$ cat src/rtl/gseq_pkg.sv
package gseq_pkg;
   typedef enum logic [1:0] {
      SC_X1 = 2'b00,
      SC_X2 = 2'b01,
      SC_X4 = 2'b10,
      SC_X8 = 2'b11
   } gseq_scale_e;

   typedef enum logic {
      OP_GATHER  = 1'b0,
      OP_SCATTER = 1'b1
   } gseq_op_e;
endpackage

$ cat src/rtl/gseq_addr_gen.sv
module gseq_addr_gen #(
   parameter int AW = 64,
   parameter int IW = 32
) (
   input  logic [AW-1:0]             base_i,
   input  logic [IW-1:0]             idx_i,
   input  gseq_pkg::gseq_scale_e     scale_i,
   output logic [AW-1:0]             addr_o
);
   logic [AW-1:0] sext;
   logic [AW-1:0] scaled;

   generate
      if (IW > AW) begin : g_bad_width
         $error("gseq_addr_gen: index wider than address");
      end else if (IW == AW) begin : g_same
         assign sext = idx_i;
      end else begin : g_extend
         assign sext = {{(AW-IW){idx_i[IW-1]}}, idx_i};
      end
   endgenerate

   always_comb begin
      scaled = sext << scale_i;
      addr_o = base_i + scaled;
   end
endmodule

$ cat src/rtl/gseq_lane_pick.sv
module gseq_lane_pick #(
   parameter int LANES = 16,
   localparam int LW   = (LANES > 1) ? $clog2(LANES) : 1
) (
   input  logic [LANES-1:0] pending_i,
   output logic [LANES-1:0] grant_o,
   output logic [LW-1:0]    lane_o
);
   generate
      if (LANES < 1) begin : g_bad_lanes
         $error("gseq_lane_pick: LANES must be at least 1");
      end
   endgenerate

   always_comb begin
      grant_o = pending_i & (~pending_i + {{(LANES-1){1'b0}}, 1'b1});
      lane_o  = '0;
      for (int i = LANES - 1; i >= 0; i--) begin
         if (pending_i[i]) lane_o = LW'(i);
      end
   end
endmodule

$ cat src/rtl/gseq_lane_regs.sv
module gseq_lane_regs #(
   parameter int LANES = 16,
   parameter int DW    = 32
) (
   input  logic                clk,
   input  logic                rst_n,
   input  logic [LANES-1:0]    we_i,
   input  logic [DW-1:0]       wdata_i,
   output logic [LANES*DW-1:0] vec_o
);
   genvar g;
   generate
      for (g = 0; g < LANES; g++) begin : g_lane
         always_ff @(posedge clk or negedge rst_n) begin
            if (!rst_n)       vec_o[g*DW +: DW] <= '0;
            else if (we_i[g]) vec_o[g*DW +: DW] <= wdata_i;
         end
      end
   endgenerate


   one_lane_chk: assert property (@(posedge clk) disable iff (!rst_n)
      $onehot0(we_i));
endmodule

$ cat src/rtl/vgather_seq.sv
module vgather_seq #(
   parameter int LANES = 16,
   parameter int DW    = 32,
   parameter int AW    = 64,
   parameter int IW    = 32,
   localparam int LW   = (LANES > 1) ? $clog2(LANES) : 1
) (
   input  logic                clk,
   input  logic                rst_n,
   input  logic                start,
   input  logic                is_scatter,
   input  logic [AW-1:0]       base,
   input  logic [LANES*IW-1:0] index_vec,
   input  logic [1:0]          scale,
   input  logic [LANES-1:0]    wmask,
   input  logic [LANES*DW-1:0] src_vec,
   output logic [LANES*DW-1:0] dst_vec,
   output logic                busy,
   output logic                done,
   output logic                mem_req,
   output logic                mem_we,
   output logic [AW-1:0]       mem_addr,
   output logic [DW-1:0]       mem_wdata,
   input  logic                mem_ack,
   input  logic [DW-1:0]       mem_rdata
);
   import gseq_pkg::*;

   generate
      if (IW > AW) begin : g_bad_idx
         $error("vgather_seq: IW must not exceed AW");
      end
   endgenerate

   logic                busy_q, done_q;
   logic [LANES-1:0]    pending_q;
   logic [AW-1:0]       base_q;
   logic [LANES*IW-1:0] idx_q;
   logic [LANES*DW-1:0] src_q;
   gseq_scale_e         scale_q;
   gseq_op_e            op_q;

   logic [LANES-1:0]    grant;
   logic [LW-1:0]       lane;
   logic [LANES-1:0]    pend_next;
   logic [LANES-1:0]    lane_we;
   logic                take;

   gseq_lane_pick #(.LANES(LANES)) u_pick (
      .pending_i (pending_q),
      .grant_o   (grant),
      .lane_o    (lane)
   );

   gseq_addr_gen #(.AW(AW), .IW(IW)) u_addr (
      .base_i  (base_q),
      .idx_i   (idx_q[lane*IW +: IW]),
      .scale_i (scale_q),
      .addr_o  (mem_addr)
   );

   gseq_lane_regs #(.LANES(LANES), .DW(DW)) u_regs (
      .clk     (clk),
      .rst_n   (rst_n),
      .we_i    (lane_we),
      .wdata_i (mem_rdata),
      .vec_o   (dst_vec)
   );

   always_comb begin
      take      = busy_q & mem_ack;
      pend_next = pending_q & ~grant;
      lane_we   = (take && op_q == OP_GATHER) ? grant : '0;
      mem_req   = busy_q;
      mem_we    = busy_q & (op_q == OP_SCATTER);
      mem_wdata = src_q[lane*DW +: DW];
      busy      = busy_q;
      done      = done_q;
   end

   always_ff @(posedge clk or negedge rst_n) begin
      if (!rst_n) begin
         busy_q    <= 1'b0;
         done_q    <= 1'b0;
         pending_q <= '0;
         base_q    <= '0;
         idx_q     <= '0;
         src_q     <= '0;
         scale_q   <= SC_X1;
         op_q      <= OP_GATHER;
      end else begin
         done_q <= 1'b0;
         if (!busy_q && start) begin
            pending_q <= wmask;
            base_q    <= base;
            idx_q     <= index_vec;
            src_q     <= src_vec;
            scale_q   <= gseq_scale_e'(scale);
            op_q      <= gseq_op_e'(is_scatter);
            busy_q    <= |wmask;
            done_q    <= ~|wmask;
         end else if (take) begin
            pending_q <= pend_next;
            if (pend_next == '0) begin
               busy_q <= 1'b0;
               done_q <= 1'b1;
            end
         end
      end
   end


   req_hold_chk: assert property (@(posedge clk) disable iff (!rst_n)
      (mem_req && !mem_ack) |=> (mem_req && $stable(mem_addr)));


   empty_mask_chk: assert property (@(posedge clk) disable iff (!rst_n)
      (start && !busy && wmask == '0) |=> (done && !mem_req));


   done_pulse_chk: assert property (@(posedge clk) disable iff (!rst_n)
      done |=> !done);


   done_cause_chk: assert property (@(posedge clk) disable iff (!rst_n)
      (done && !$past(start)) |-> $past(mem_ack));


   start_ignored_chk: assert property (@(posedge clk) disable iff (!rst_n)
      (busy && !mem_ack) |=> (busy && $stable(pending_q)));
endmodule

$ cat config.mk
export PLATFORM = sky130hd
export DESIGN_NAME = vgather_seq
export DESIGN_NICKNAME = d
export VERILOG_FILES = /design/src/rtl/gseq_pkg.sv /design/src/rtl/gseq_addr_gen.sv /design/src/rtl/gseq_lane_pick.sv /design/src/rtl/gseq_lane_regs.sv /design/src/rtl/vgather_seq.sv
export SDC_FILE = /design/constraint.sdc
export NUM_CORES = 2
export LEC_CHECK = 0
export ABC_AREA = 0
export BUFFER_PORTS_ARGS = -buffer_cell sky130_fd_sc_hd__buf_2
export CAP_MARGIN = 30
export CORE_AREA = 2 2 693 695
export DETAILED_ROUTE_END_ITERATION = 10
export DIE_AREA = 0 0 695 697
export GPL_TIMING_DRIVEN = 0
export SLEW_MARGIN = 5
export SYNTH_ARGS = -nofsm -noshare
export SYNTH_HDL_FRONTEND = slang
export SYNTH_HIERARCHICAL = 1
export SYNTH_SLANG_ARGS = --single-unit
$ cat constraint.sdc
create_clock -name clk -period 7.7 [get_ports clk]
set_clock_uncertainty 0.1 [all_clocks]
set_input_delay 1.54 -clock clk [delete_from_list [all_inputs] [get_ports clk]]
set_output_delay 1.54 -clock clk [all_outputs]
set_load 0.005 [all_outputs]
==> metrics.md <==
| Metric | Value |
|---|---|
| Area Growth Syn to Fin | `41.5%` |
| Largest vdd supply drop | `~0.67 mV` |
| Combinational power share | `66.3%` |
| Vias in the first global route | `~66000` |
| CTS H-tree lvls | `4` |
| Pin count of the biggest net entering global routing | `154` |
| CTS tree | `built` |
| Net Sw Frac | `47.8%` |
| Initial antenna violation count | `roughly 220` |
| Setup ws final | `-0.999 ns` |
| Outcome | `finished with violations` |
| Place WS | `-3.09 ns` |
| Seq/Total Area, Yosys | `~55%` |
| Horiz. Die Dim | `695 um` |
| Worst setup EP type | `primary output` |
| Main synth FF type | `dfrtp_1` |
| GR Overflow Total | `0` |
| Number of nets in the layout | `10500` |
| Flop pwr share | `20.6%` |
| Failing checks | `setup timing` |
| Ys Warns | `6` |
| Power Density | `695 nW/um2` |
| Worst-Margin Slew | `1.13 ns` |
| Crit path cell chain | `o31ai_4, a31oi_2, o31a_4, buf_12, buf_12, buf_6, clkbuf_16, mux4_2, a22oi_2, buf_6, nand2_8, mux4_2, ha_4, o211ai_1, o211ai_1, nand4_1, a2111oi_4, buf_2, o211a_4, o21ai_4, o21ai_4, a311oi_2, xnor2_2, buf_2` |
| Chip Height | `697 um` |
| Clock group share of total power | `approximately an eighth` |
| Crit path largest cell delay | `roughly 0.52 ns` |
| Post-Route WL | `502000 um` |
| P_int | `38.1 mW` |
| Via Count | `65800` |
| First-pass GRT wire length | `approximately 640000 um` |
| Reg clk slew, reported paths | `~0.050 ns` |
| GP Congestion | `0.954` |
| 1st-pass router iterations | `6` |
| Syn Std Cell Area | `74200 um2` |
| Leak | `51.3 nW` |
| Post-Syn Area per Cell | `10.5 um2` |
| CTS buffer count | `192` |
| Post-route ant nets | `0` |
| Post-route core utilization | `22.0%` |
| # rows | `254` |
| First DRT Iteration DRCs | `5867` |
| PortBufs | `1754` |
| Post-DR wirelength/cell | `30.9 um` |
| Hold Slack | `0.368 ns` |
| Placed Instance Area | `93100 um2` |
| Netlist cell types | `roughly 80` |
| DRC | `0` |
| Post-Layout Cell Count | `16200` |
| Final TNS setup | `-30.16 ns` |
| Peak Freq | `between 100 and 150 MHz` |
| Crit path DAT | `7.06 ns` |
| Final period util | `113%` |
| Total GRT Usage | `between 10% and 20%` |
| Synthesized instance count | `7078` |
| Vias per cell | `4.05` |
| Async set or reset register ratio after synthesis | `100%` |
| Post-Layout Inst Area | `~110000 um2` |
| Final Max Tran Viols | `0` |
| Psw | `~35 mW` |
| Slowest stage cell on the critical path | `mux4_2` |
| EDFF count, synth | `0` |
| Starting density of the core | `15.6%` |
| Endpoints failing hold | `0` |
| Worst hold path class | `reg2reg` |
| Critical Path RT | `about 6.1 ns` |
| Ports | `1755` |
| Power consumption | `73.0 mW` |
| Share of layout cells above drive strength 1 | `38.9%` |
| Slew HR | `25.0%` |
| Core ar. | `approximately 480000 um2` |
| CP startpoint kind | `flip-flop` |
| CTS root buffer | `clkbuf_16` |
| Clock Latency Late Sink | `0.88 ns` |
| Post-DP HPWL | `421000 um` |
| Synthesized flop and latch total | `about 1600` |
| Dpl cells | `between 15000 and 20000` |
| RSZ-0062 raised after global routing | `true` |
| Max_cap viols | `0` |
| CP max FO | `6` |
| Min Tclk post-route | `8.70 ns` |
| Clock sink count | `roughly 1600` |
| Critical path type | `reg2out` |
| Max Root-Sink Buffers | `4` |
| Die area | `484000 um2` |
| Setup Viol. Count Final | `51` |
| Synthesized net count | `8285` |
==> power by group through the flow <==
stage	Clock [mW]	Combinational, mW	Sequential [mW]
2_1_floorplan	0	18.9	14.0
3_5_place_dp	0	40.2	15.1
3_3_place_gp	0	38.2	15.0
4_1_cts	9.73	46.7	15.0
5_1_grt	10.1	51.1	15.4
6_report	9.54	48.4	15.1
==> state kept, by name, indices dropped and copies added, names as in the netlist <==
signal	cells
idx_q	512
src_q	512
u_regs/vec_o	512
base_q	64
pending_q	16
scale_q	2
busy	1
done	1
op_q	1
==> layout by cell type (no fill, tap or decap), drive strengths merged, types with 24 or more instances in the layout <==
cell,Yosys,final
and2,26,26
a21oi,90,90
ha,63,63
a22oi,128,128
clkbuf,286,538
buf,172,2234
mux2,513,513
nand2,3446,3446
diode,0,363
xnor2,40,40
nor2,54,54
clkinv,0,44
o21ai,47,47
a21o,28,28
dfrtp,1621,1621
inv,25,38
nand4,24,24
mux4,282,282
==> layer usage <==
metal  GRT usage [%]  routed length, um  share of wire (%)
met1            21.4             179000                 36
met2            35.6             253000                 50
met3            4.22              31600                6.3
met4            12.4              38000                7.6
met5               0                425              0.085
==> worst max-delay path, delay by kind of cell (launching register included) <==
| kind | cells | cell delay, ns |
|---|---|---|
| muxes | 2 | 1.00 |
| xor gates and xnor gates | 1 | 0.27 |
| buffers and inverters | 7 | 1.17 |
| adders and majority gates | 1 | 0.32 |
| and+or+nand+nor | 2 | 0.33 |
| DFF | 1 | 0.47 |
| AOI/OAI and AO/OA | 11 | 2.52 |
==> area by class of cell <==
| class | count | area (um2) |
|---|---|---|
| clock buffer | 265 | 5410 |
| sequential | 1621 | 40600 |
| multi-input combinational | 4974 | 33300 |
| buffer | 444 | 3130 |
| tap | 6400 | 8010 |
| fill | 52000 | 372000 |
| timing repair buffer | 2064 | 12600 |
| clock inverter | 77 | 1010 |
| inverter | 25 | 93.8 |
| antenna | 363 | 908 |
==> logic make-up after synthesis <==
kind of cell / after synthesis / synth area share (%)
adder cells (fa/ha/maj): 64 / 1.09
flip-flops: 1621 / 54.7
XOR/XNOR: 62 / 0.732
AND/OR/NAND/NOR: 3657 / 19.1
AO/OA/AOI/OAI: 389 / 3.60
multiplexers: 802 / 17.4
buffers and inverters: 483 / 3.48
==> Yosys cell counts, types with 6 or more instances <==
cell / n / area share [%]
nor3_1: 15 / 0.10
a22oi_1: 128 / 1.3
a21oi_1: 90 / 0.61
o21ai_0: 41 / 0.28
nor2_1: 53 / 0.27
o211ai_1: 6 / 0.061
mux4_2: 282 / 8.6
buf_2: 50 / 0.34
xnor2_1: 40 / 0.47
o21a_1: 7 / 0.071
buf_6: 39 / 0.59
nand4_1: 24 / 0.20
a21o_1: 27 / 0.27
and2_1: 23 / 0.19
inv_1: 25 / 0.13
mux2i_1: 7 / 0.094
nor2b_1: 20 / 0.17
nand3_1: 22 / 0.15
a31oi_1: 12 / 0.10
nand2_1: 3445 / 17
buf_4: 23 / 0.23
buf_8: 29 / 0.59
nand2b_1: 14 / 0.12
nor4_1: 6 / 0.051
dfrtp_1: 1621 / 55
ha_1: 63 / 1.1
mux2_2: 323 / 4.9
o21bai_1: 19 / 0.19
buf_1: 31 / 0.16
a211oi_1: 7 / 0.071
xor2_1: 22 / 0.26
clkbuf_1: 286 / 1.4
mux2_4: 190 / 3.8
==> final timing paths <==
kind | slack, ns | to | cells after the start | start
setup reg to reg | 3.72 | idx_q[315]$_DFFE_PN0P_ | 10 | busy$_DFFE_PN0P_
hold reg to reg | 0.37 | idx_q[185]$_DFFE_PN0P_ | 2 | idx_q[185]$_DFFE_PN0P_
min in group asynchronous | 0.41 | idx_q[357]$_DFFE_PN0P_ | 1 | rst_n
setup / recovery | -1.0 | mem_addr[63] | 24 | pending_q[7]$_DFFE_PN0P_
max in group asynchronous | 3.55 | u_regs/vec_o[444]$_DFFE_PN0P_ | 6 | rst_n
hold / removal | 0.37 | idx_q[185]$_DFFE_PN0P_ | 2 | idx_q[185]$_DFFE_PN0P_
==> what timing repair did <==
action,CTS,global route
setup buffers,111,79
hold buffers,0,0
resized for setup,485,161
setup endpoints to repair,68,56
cloned,4,0
pin swaps,105,95
(Power assumes the default switching activity.)
